$ cat config.mk
export PLATFORM = sky130hd
export DESIGN_NAME = sha256_chain_core
export DESIGN_NICKNAME = d
export VERILOG_FILES = /design/src/rtl/sha_chain_pkg.sv /design/src/rtl/sha_round_const.sv /design/src/rtl/sha_msg_window.sv /design/src/rtl/sha_round_fn.sv /design/src/rtl/sha256_chain_core.sv
export SDC_FILE = /design/constraint.sdc
export NUM_CORES = 2
export LEC_CHECK = 0
export BUFFER_PORTS_ARGS = -buffer_cell sky130_fd_sc_hd__buf_2
export CAP_MARGIN = 0
export CORE_UTILIZATION = 44
export DETAILED_ROUTE_END_ITERATION = 10
export PLACE_DENSITY = 0.71
export SYNTH_ARGS = -nofsm -noshare
export SYNTH_HDL_FRONTEND = slang
export SYNTH_SLANG_ARGS = --single-unit
$ cat constraint.sdc
create_clock -name clk -period 76.7 [get_ports clk]
set_input_delay 0 -clock clk [delete_from_list [all_inputs] [get_ports clk]]
set_output_delay 0 -clock clk [all_outputs]
set_load 0.005 [all_outputs]
$ cat src/rtl/sha_chain_pkg.sv
package sha_chain_pkg;

  localparam int WORD_W      = 32;
  localparam int NUM_WORDS   = 8;
  localparam int BLOCK_WORDS = 16;
  localparam int ROUNDS      = 64;
  localparam int BLOCK_W     = WORD_W * BLOCK_WORDS;
  localparam int DIGEST_W    = WORD_W * NUM_WORDS;
  localparam int CNT_W       = $clog2(ROUNDS);

  typedef logic [WORD_W-1:0] word_t;
  typedef logic [NUM_WORDS-1:0][WORD_W-1:0] wstate_t;

  typedef enum logic [1:0] {
    ST_IDLE  = 2'd0,
    ST_ROUND = 2'd1,
    ST_FOLD  = 2'd2
  } ctl_e;

  function automatic word_t rotr(input word_t x, input int unsigned n);
    return (x >> n) | (x << (WORD_W - n));
  endfunction

  function automatic word_t bsig0(input word_t x);
    return rotr(x, 2) ^ rotr(x, 13) ^ rotr(x, 22);
  endfunction

  function automatic word_t bsig1(input word_t x);
    return rotr(x, 6) ^ rotr(x, 11) ^ rotr(x, 25);
  endfunction

  function automatic word_t ssig0(input word_t x);
    return rotr(x, 7) ^ rotr(x, 18) ^ (x >> 3);
  endfunction

  function automatic word_t ssig1(input word_t x);
    return rotr(x, 17) ^ rotr(x, 19) ^ (x >> 10);
  endfunction

  // standard initial chaining values, word index 0..7
  function automatic word_t init_word(input int i);
    case (i)
      0:       return 32'h6a09e667;
      1:       return 32'hbb67ae85;
      2:       return 32'h3c6ef372;
      3:       return 32'ha54ff53a;
      4:       return 32'h510e527f;
      5:       return 32'h9b05688c;
      6:       return 32'h1f83d9ab;
      default: return 32'h5be0cd19;
    endcase
  endfunction

endpackage

$ cat src/rtl/sha_round_const.sv
module sha_round_const
  import sha_chain_pkg::*;
(
  input  logic [CNT_W-1:0] idx_i,
  output word_t            k_o
);

  always_comb begin
    case (int'(idx_i))
      0:  k_o = 32'h428a2f98;  1:  k_o = 32'h71374491;
      2:  k_o = 32'hb5c0fbcf;  3:  k_o = 32'he9b5dba5;
      4:  k_o = 32'h3956c25b;  5:  k_o = 32'h59f111f1;
      6:  k_o = 32'h923f82a4;  7:  k_o = 32'hab1c5ed5;
      8:  k_o = 32'hd807aa98;  9:  k_o = 32'h12835b01;
      10: k_o = 32'h243185be;  11: k_o = 32'h550c7dc3;
      12: k_o = 32'h72be5d74;  13: k_o = 32'h80deb1fe;
      14: k_o = 32'h9bdc06a7;  15: k_o = 32'hc19bf174;
      16: k_o = 32'he49b69c1;  17: k_o = 32'hefbe4786;
      18: k_o = 32'h0fc19dc6;  19: k_o = 32'h240ca1cc;
      20: k_o = 32'h2de92c6f;  21: k_o = 32'h4a7484aa;
      22: k_o = 32'h5cb0a9dc;  23: k_o = 32'h76f988da;
      24: k_o = 32'h983e5152;  25: k_o = 32'ha831c66d;
      26: k_o = 32'hb00327c8;  27: k_o = 32'hbf597fc7;
      28: k_o = 32'hc6e00bf3;  29: k_o = 32'hd5a79147;
      30: k_o = 32'h06ca6351;  31: k_o = 32'h14292967;
      32: k_o = 32'h27b70a85;  33: k_o = 32'h2e1b2138;
      34: k_o = 32'h4d2c6dfc;  35: k_o = 32'h53380d13;
      36: k_o = 32'h650a7354;  37: k_o = 32'h766a0abb;
      38: k_o = 32'h81c2c92e;  39: k_o = 32'h92722c85;
      40: k_o = 32'ha2bfe8a1;  41: k_o = 32'ha81a664b;
      42: k_o = 32'hc24b8b70;  43: k_o = 32'hc76c51a3;
      44: k_o = 32'hd192e819;  45: k_o = 32'hd6990624;
      46: k_o = 32'hf40e3585;  47: k_o = 32'h106aa070;
      48: k_o = 32'h19a4c116;  49: k_o = 32'h1e376c08;
      50: k_o = 32'h2748774c;  51: k_o = 32'h34b0bcb5;
      52: k_o = 32'h391c0cb3;  53: k_o = 32'h4ed8aa4a;
      54: k_o = 32'h5b9cca4f;  55: k_o = 32'h682e6ff3;
      56: k_o = 32'h748f82ee;  57: k_o = 32'h78a5636f;
      58: k_o = 32'h84c87814;  59: k_o = 32'h8cc70208;
      60: k_o = 32'h90befffa;  61: k_o = 32'ha4506ceb;
      62: k_o = 32'hbef9a3f7;  63: k_o = 32'hc67178f2;
      default: k_o = '0;
    endcase
  end

endmodule

$ cat src/rtl/sha_msg_window.sv
module sha_msg_window
  import sha_chain_pkg::*;
(
  input  logic               clk,
  input  logic               rst_n,
  input  logic               load_i,
  input  logic               shift_i,
  input  logic [BLOCK_W-1:0] block_i,
  output word_t              w_o
);

  // taps of the schedule recurrence relative to the oldest word
  localparam int TAP_S0  = 1;
  localparam int TAP_ADD = 9;
  localparam int TAP_S1  = 14;
  localparam int LAST    = BLOCK_WORDS - 1;

  typedef logic [BLOCK_WORDS-1:0][WORD_W-1:0] win_t;

  win_t  win_q;
  win_t  win_d;
  logic  win_en;
  word_t w_new;

  always_comb begin
    w_new = ssig1(win_q[TAP_S1]) + win_q[TAP_ADD] + ssig0(win_q[TAP_S0]) + win_q[0];
  end

  always_comb begin
    win_en = load_i | shift_i;
    win_d  = win_q;
    if (load_i) begin
      for (int j = 0; j < BLOCK_WORDS; j++) begin
        win_d[j] = block_i[BLOCK_W-1-j*WORD_W -: WORD_W];
      end
    end else if (shift_i) begin
      for (int j = 0; j < LAST; j++) begin
        win_d[j] = win_q[j+1];
      end
      win_d[LAST] = w_new;
    end
  end

  always_ff @(posedge clk or negedge rst_n) begin
    if (!rst_n) begin
      win_q <= '0;
    end else if (win_en) begin
      win_q <= win_d;
    end
  end

  assign w_o = win_q[0];

endmodule

$ cat src/rtl/sha_round_fn.sv
module sha_round_fn
  import sha_chain_pkg::*;
(
  input  wstate_t work_i,
  input  word_t   k_i,
  input  word_t   w_i,
  output wstate_t work_o
);

  word_t a, b, c, d, e, f, g, h;
  word_t t1, t2;

  always_comb begin
    a = work_i[0]; b = work_i[1]; c = work_i[2]; d = work_i[3];
    e = work_i[4]; f = work_i[5]; g = work_i[6]; h = work_i[7];
    t1 = h + bsig1(e) + ((e & f) ^ (~e & g)) + k_i + w_i;
    t2 = bsig0(a) + ((a & b) ^ (a & c) ^ (b & c));
    work_o[0] = t1 + t2;
    work_o[1] = a;
    work_o[2] = b;
    work_o[3] = c;
    work_o[4] = d + t1;
    work_o[5] = e;
    work_o[6] = f;
    work_o[7] = g;
  end

endmodule

$ cat src/rtl/sha256_chain_core.sv
module sha256_chain_core
  import sha_chain_pkg::*;
(
  input  logic                 clk,
  input  logic                 rst_n,
  input  logic                 start_i,
  input  logic                 cont_i,
  input  logic [BLOCK_W-1:0]   block_i,
  input  logic [WORD_W-1:0]    hw_data_i,
  input  logic [NUM_WORDS-1:0] hw_we_i,
  output logic                 ready_o,
  output logic [DIGEST_W-1:0]  digest_o,
  output logic                 digest_valid_o
);

  localparam logic [CNT_W-1:0] LAST_RND = CNT_W'(ROUNDS - 1);

  // reset: asserted asynchronously, released on a clock edge
  logic rst_meta_q, rst_sync_q;
  always_ff @(posedge clk or negedge rst_n) begin
    if (!rst_n) begin
      rst_meta_q <= 1'b0;
      rst_sync_q <= 1'b0;
    end else begin
      rst_meta_q <= 1'b1;
      rst_sync_q <= rst_meta_q;
    end
  end

  ctl_e                 ctl_q, ctl_d;
  logic [CNT_W-1:0]     rnd_q, rnd_d;
  logic                 rnd_en;
  logic                 valid_q, valid_d;
  wstate_t              work_q, work_d, work_rnd;
  logic                 work_en;
  wstate_t              hash_q, hash_d;
  logic [NUM_WORDS-1:0] hash_en;
  logic                 win_load, win_shift;
  logic                 accept;
  word_t                k_cur, w_cur;

  sha_round_const u_kc (
    .idx_i (rnd_q),
    .k_o   (k_cur)
  );

  sha_msg_window u_win (
    .clk     (clk),
    .rst_n   (rst_sync_q),
    .load_i  (win_load),
    .shift_i (win_shift),
    .block_i (block_i),
    .w_o     (w_cur)
  );

  sha_round_fn u_rnd (
    .work_i (work_q),
    .k_i    (k_cur),
    .w_i    (w_cur),
    .work_o (work_rnd)
  );

  assign accept = (ctl_q == ST_IDLE) && (start_i || cont_i);

  always_comb begin
    ctl_d     = ctl_q;
    rnd_d     = rnd_q;
    rnd_en    = 1'b0;
    valid_d   = valid_q;
    work_d    = work_q;
    work_en   = 1'b0;
    hash_d    = hash_q;
    hash_en   = '0;
    win_load  = 1'b0;
    win_shift = 1'b0;
    case (ctl_q)
      ST_IDLE: begin
        if (accept) begin
          ctl_d    = ST_ROUND;
          rnd_d    = '0;
          rnd_en   = 1'b1;
          valid_d  = 1'b0;
          win_load = 1'b1;
          work_en  = 1'b1;
          for (int i = 0; i < NUM_WORDS; i++) begin
            if (start_i) begin
              hash_d[i]  = init_word(i);
              hash_en[i] = 1'b1;
              work_d[i]  = init_word(i);
            end else begin
              work_d[i]  = hash_q[i];
            end
          end
        end else begin
          for (int i = 0; i < NUM_WORDS; i++) begin
            if (hw_we_i[i]) begin
              hash_d[i]  = hw_data_i;
              hash_en[i] = 1'b1;
            end
          end
        end
      end
      ST_ROUND: begin
        work_d    = work_rnd;
        work_en   = 1'b1;
        win_shift = 1'b1;
        rnd_d     = rnd_q + 1'b1;
        rnd_en    = 1'b1;
        if (rnd_q == LAST_RND) begin
          ctl_d = ST_FOLD;
        end
      end
      ST_FOLD: begin
        for (int i = 0; i < NUM_WORDS; i++) begin
          hash_d[i]  = hash_q[i] + work_q[i];
          hash_en[i] = 1'b1;
        end
        valid_d = 1'b1;
        ctl_d   = ST_IDLE;
      end
      default: ctl_d = ST_IDLE;
    endcase
  end

  always_ff @(posedge clk or negedge rst_sync_q) begin
    if (!rst_sync_q) begin
      ctl_q   <= ST_IDLE;
      valid_q <= 1'b0;
    end else begin
      ctl_q   <= ctl_d;
      valid_q <= valid_d;
    end
  end

  always_ff @(posedge clk or negedge rst_sync_q) begin
    if (!rst_sync_q) begin
      rnd_q <= '0;
    end else if (rnd_en) begin
      rnd_q <= rnd_d;
    end
  end

  always_ff @(posedge clk or negedge rst_sync_q) begin
    if (!rst_sync_q) begin
      work_q <= '0;
    end else if (work_en) begin
      work_q <= work_d;
    end
  end

  for (genvar gi = 0; gi < NUM_WORDS; gi++) begin : g_hash
    always_ff @(posedge clk or negedge rst_sync_q) begin
      if (!rst_sync_q) begin
        hash_q[gi] <= '0;
      end else if (hash_en[gi]) begin
        hash_q[gi] <= hash_d[gi];
      end
    end
    assign digest_o[DIGEST_W-1-gi*WORD_W -: WORD_W] = hash_q[gi];
  end

  assign ready_o        = (ctl_q == ST_IDLE);
  assign digest_valid_o = valid_q;

endmodule

==> impl_metrics.ini, run 1 <==
[floorplanning]
die_height_um = 407.1
row_count = 148
ioPinCount = 814
start_util = 0.4436
die_w_um = 407.1

[status]
haltStage = global routing
status = aborted with a tool error
error = [ERROR GRT-0116] Global routing finished with congestion. Check the congestion regions in the DRC Viewer.

[synth]
postSynthNetCount = 9548
yosysWarnings = 0
synth_area_leaders = dfrtp_1 (36%), nand2_1 (7.8%), ha_1 (6.8%)
ys_ff_latch = 1035
yosysTopAreaCellShare = 0.3587
synth-edff-count = 0
synth_flop_cell = dfrtp_1
postSynthAreaPerCell_um2 = 8.592
syn_area_um2 = 72200
yosys.area.top_type = dfrtp_1
synth-async-reset-ratio = 1.000
synth_common_cells = nand2_1 (1,508), dfrtp_1 (1,035), a21oi_1 (599)
synth.most_common_cell = nand2_1
synthCells = 8404
yosysSeqAreaShare = 0.3587
ys_types = 95

[clocking]
clock-root-buffer = clkbuf_16
cts_buffers = 120
cts_resized = 0
max-clock-path-buffers = 3
cts.sinks = 1035
cts_setup_buffers = 0
htreeDepth = 3

[global_route]
grt.overflow.total = 10
grt_pass1_wl_mm = 560.0
grt_max_degree = 211
grt_pass1_vias = 80000
grt_usage = 0.4718

[place]
gp_congestion = 1.042
port_buffers = 813
dp_hpwl_mm = 269.6
[routing by layer]
| metal | global-route usage | GRT overflow |
|---|---|---|
| met1 | 0.5384 | 0 |
| met2 | 0.6867 | 4 |
| met3 | 0.1801 | 1 |
| met4 | 0.4139 | 5 |
| met5 | 0.02200 | 0 |
[per-stage QoR]
stage / hold slack [ns] / setup slack (ns) / utilization / instances / cell area (um^2)
floorplan: -0.2956 / 45.71 / - / 8404 / 72200
global placement: -0.2139 / 66.37 / 0.4781 / 10910 / 77820
detailed placement: -0.2118 / 66.35 / 0.4781 / 10910 / 77820
CTS: 0.001094 / 66.28 / 0.5606 / 12060 / 91260
[logic make-up after synthesis]
group | Yosys count | share of synthesized area
AOI/OAI and AO/OA | 2628 | 0.2383
and+or+nand+nor | 2623 | 0.1544
DFF | 1035 | 0.3587
buffers and inverters | 896 | 0.04661
adders and majority gates | 592 | 0.1227
xor gates and xnor gates | 575 | 0.07013
muxes | 54 | 0.009115
other | 1 | 0.00005194
[timing repair]
action	4_1_cts
setup endpoints to repair	0
hold endpoints to repair	709
hold buffers	924
==> run 2: changes to the inputs <==
- CORE_UTILIZATION: 44 -> 29
- PLACE_DENSITY: 0.71 -> not set
- PLACE_DENSITY_LB_ADDON: not set -> 0.15
==> run 2 against run 1 <==
Compared with the run above: synthesized cell count unchanged; the flow now finishes without violations; area after synthesis unchanged.
==> impl_metrics.ini, run 2 <==
[status]
status = complete, no violations

[floorplanning]
core_um2 = 246600
die_height_um = 501.0
ioPinCount = 814
die_w_um = 501.0
start_util = 0.2928
row_count = 182
dieArea_um2 = 251000

[place]
dp_slack_ns = 66.22
port_buffers = 813
gp_congestion = 0.9520
dp_hpwl_mm = 309.3

[routing]
firstDrtPassIters = 6
drt_iter0_drc = 7889
via_per_inst = 5.542
drc = 0
vias = 74080
wl_per_cell_um = 30.52
wl_mm = 407.9
antenna_left = 0

[synth]
ys_types = 95
yosysTopAreaCellShare = 0.3587
yosys.area.top_type = dfrtp_1
yosysSeqAreaShare = 0.3587
synth-async-reset-ratio = 1.000
postSynthAreaPerCell_um2 = 8.592
synth_area_leaders = dfrtp_1 (36%), nand2_1 (7.8%), ha_1 (6.8%)
synth.most_common_cell = nand2_1
ys_ff_latch = 1035
postSynthNetCount = 9548
syn_area_um2 = 72200
synthCells = 8404
synth_flop_cell = dfrtp_1
synth-edff-count = 0
yosysWarnings = 0
synth_common_cells = nand2_1 (1,508), dfrtp_1 (1,035), a21oi_1 (599)

[setup_path]
setup.worst_path.start_class = flip-flop
critical_path_required_ns = 77.44
cp-end-kind = flip-flop
crit_fanout = 18
critPathMostFrequentCell = fa_1
critPathMaxStageDelay_ns = 0.76
worstSetupPathType = reg -> reg
cp_slowest_cell = dfrtp_1
cp.arrival_ns = 11.34

[clocking]
clock-root-buffer = clkbuf_16
htreeDepth = 4
cts_tree = built
max-clock-path-buffers = 3
insertion_delay_ns = 0.82
cts_buffers = 139
clkTransAtPathRegs_ns = 0.07
cts.sinks = 1035

[global_route]
grt_max_degree = 194
antenna_found_initial = 85
grt_pass1_wl_mm = 565.7
grt_pass1_vias = 71980
grt_usage = 0.3171
grt.overflow.total = 0

[sta]
setup_violations = 0
grt_setup_unrepaired = no
slew_headroom = 0.08661
skew_ns = 0.04632
tns_ns = 0
whs_ns = 0.03873
fin_crit_sh = 0.1383
slew_violations = 0
hold_viol_final = 0
fmax_mhz = 94.29
post-route-min-period_ns = 10.61
worst_slack_ns = 66.09
worst_pin_slew_ns = 1.356

[layout]
drive_gt1_frac = 0.1290
syn_to_final_growth_pct = 30.53
largest_reg_flops = 480
mostFrequentLayoutCells = nand2_1 (1,508), dfrtp_1 (1,030), dlygate4sd3_1 (971)
nets = 11020
nFillCells = 25310
layout_commonest_cell = nand2_1
largest-register = u_win.win_q

[hold_path]
hold_path_class = in -> reg

[flow_run]
maxCapViolCount = 0
run 2: cells by family (layout without fill, tap and decap cells):
group | Yosys count | after routing | share of synthesized area
AO/OA/AOI/OAI | 2628 | 2628 | 0.2383
XOR/XNOR | 575 | 575 | 0.07013
adder cells (fa/ha/maj) | 592 | 592 | 0.1227
buffers and inverters | 896 | 2481 | 0.04661
flip-flops | 1035 | 1035 | 0.3587
multiplexers | 54 | 54 | 0.009115
other | 1 | 65 | 0.00005194
AND/OR/NAND/NOR | 2623 | 2623 | 0.1544
run 2: area by class of cell:
class	instances	area [um^2]	share of cell area
timing repair buffer	1921	14910	0.1582
clock buffer	205	4119	0.04370
antenna	64	160.2	0.001699
sequential	1035	25910	0.2750
tap	3312	4144	0.04397
multi-input combinational	6473	43070	0.4570
clock inverter	49	780.7	0.008284
inverter	306	1149	0.01219
run 2: worst max-delay path, delay by kind of cell (launching register included):
kind / cells / cell delay [ns]
mux: 1 / 0.58
compound gates: 14 / 3.33
xor+xnor: 3 / 0.58
simple gates: 2 / 0.62
flops: 1 / 0.76
fa+ha+maj: 8 / 3.48
buf+inv: 5 / 1.17
run 2: timing repair:
action,4_1_cts,5_1_grt
setup buffers,0,0
endpoints found under the hold margin,695,0
resized for setup,0,0
hold buffers,971,0
run 2: worst paths after layout:
check | start | end | slack, ns | depth (start not counted)
min in group asynchronous | rst_sync_q$_DFF_PN0_ | digest_o[244]$_DFFE_PN0P_ | 0.22 | 0
worst max-delay path | rnd_q[0]$_DFFE_PN0P_ | work_q[31]$_DFFE_PN0P_ | 66.09 | 33
worst min register to register | rst_sync_q$_DFF_PN0_ | digest_o[244]$_DFFE_PN0P_ | 0.22 | 0
worst min-delay path | block_i[96] | u_win.win_q[384]$_DFFE_PN0P_ | 0.04 | 4
worst max register to register | rnd_q[0]$_DFFE_PN0P_ | work_q[31]$_DFFE_PN0P_ | 66.09 | 33
max in group asynchronous | rst_sync_q$_DFF_PN0_ | u_win.win_q[271]$_DFFE_PN0P_ | 72.82 | 4
run 2: through the flow:
step / area, um^2 / instances / util
after floorplan: 72200 / 8404 / -
after global placement: 79470 / 12080 / 0.3222
after detailed placement: 79470 / 12080 / 0.3222
after CTS: 94090 / 13300 / 0.3815
after global routing: 94180 / 13340 / 0.3819
final: 94250 / 13370 / 0.3822
run 2: routing by layer:
layer  GRT usage  vias up  wire [um]
met1      0.4185    37330     170700
li1            -    32740          -
met4      0.1385       36      19250
met5           0        -        217
met3     0.05564      565      31400
met2      0.5057     3406     186400
Power of run 2 is left out: the tool's default activity adds up to more than one toggle a clock period on the data nets, which glitch-free logic cannot reach.
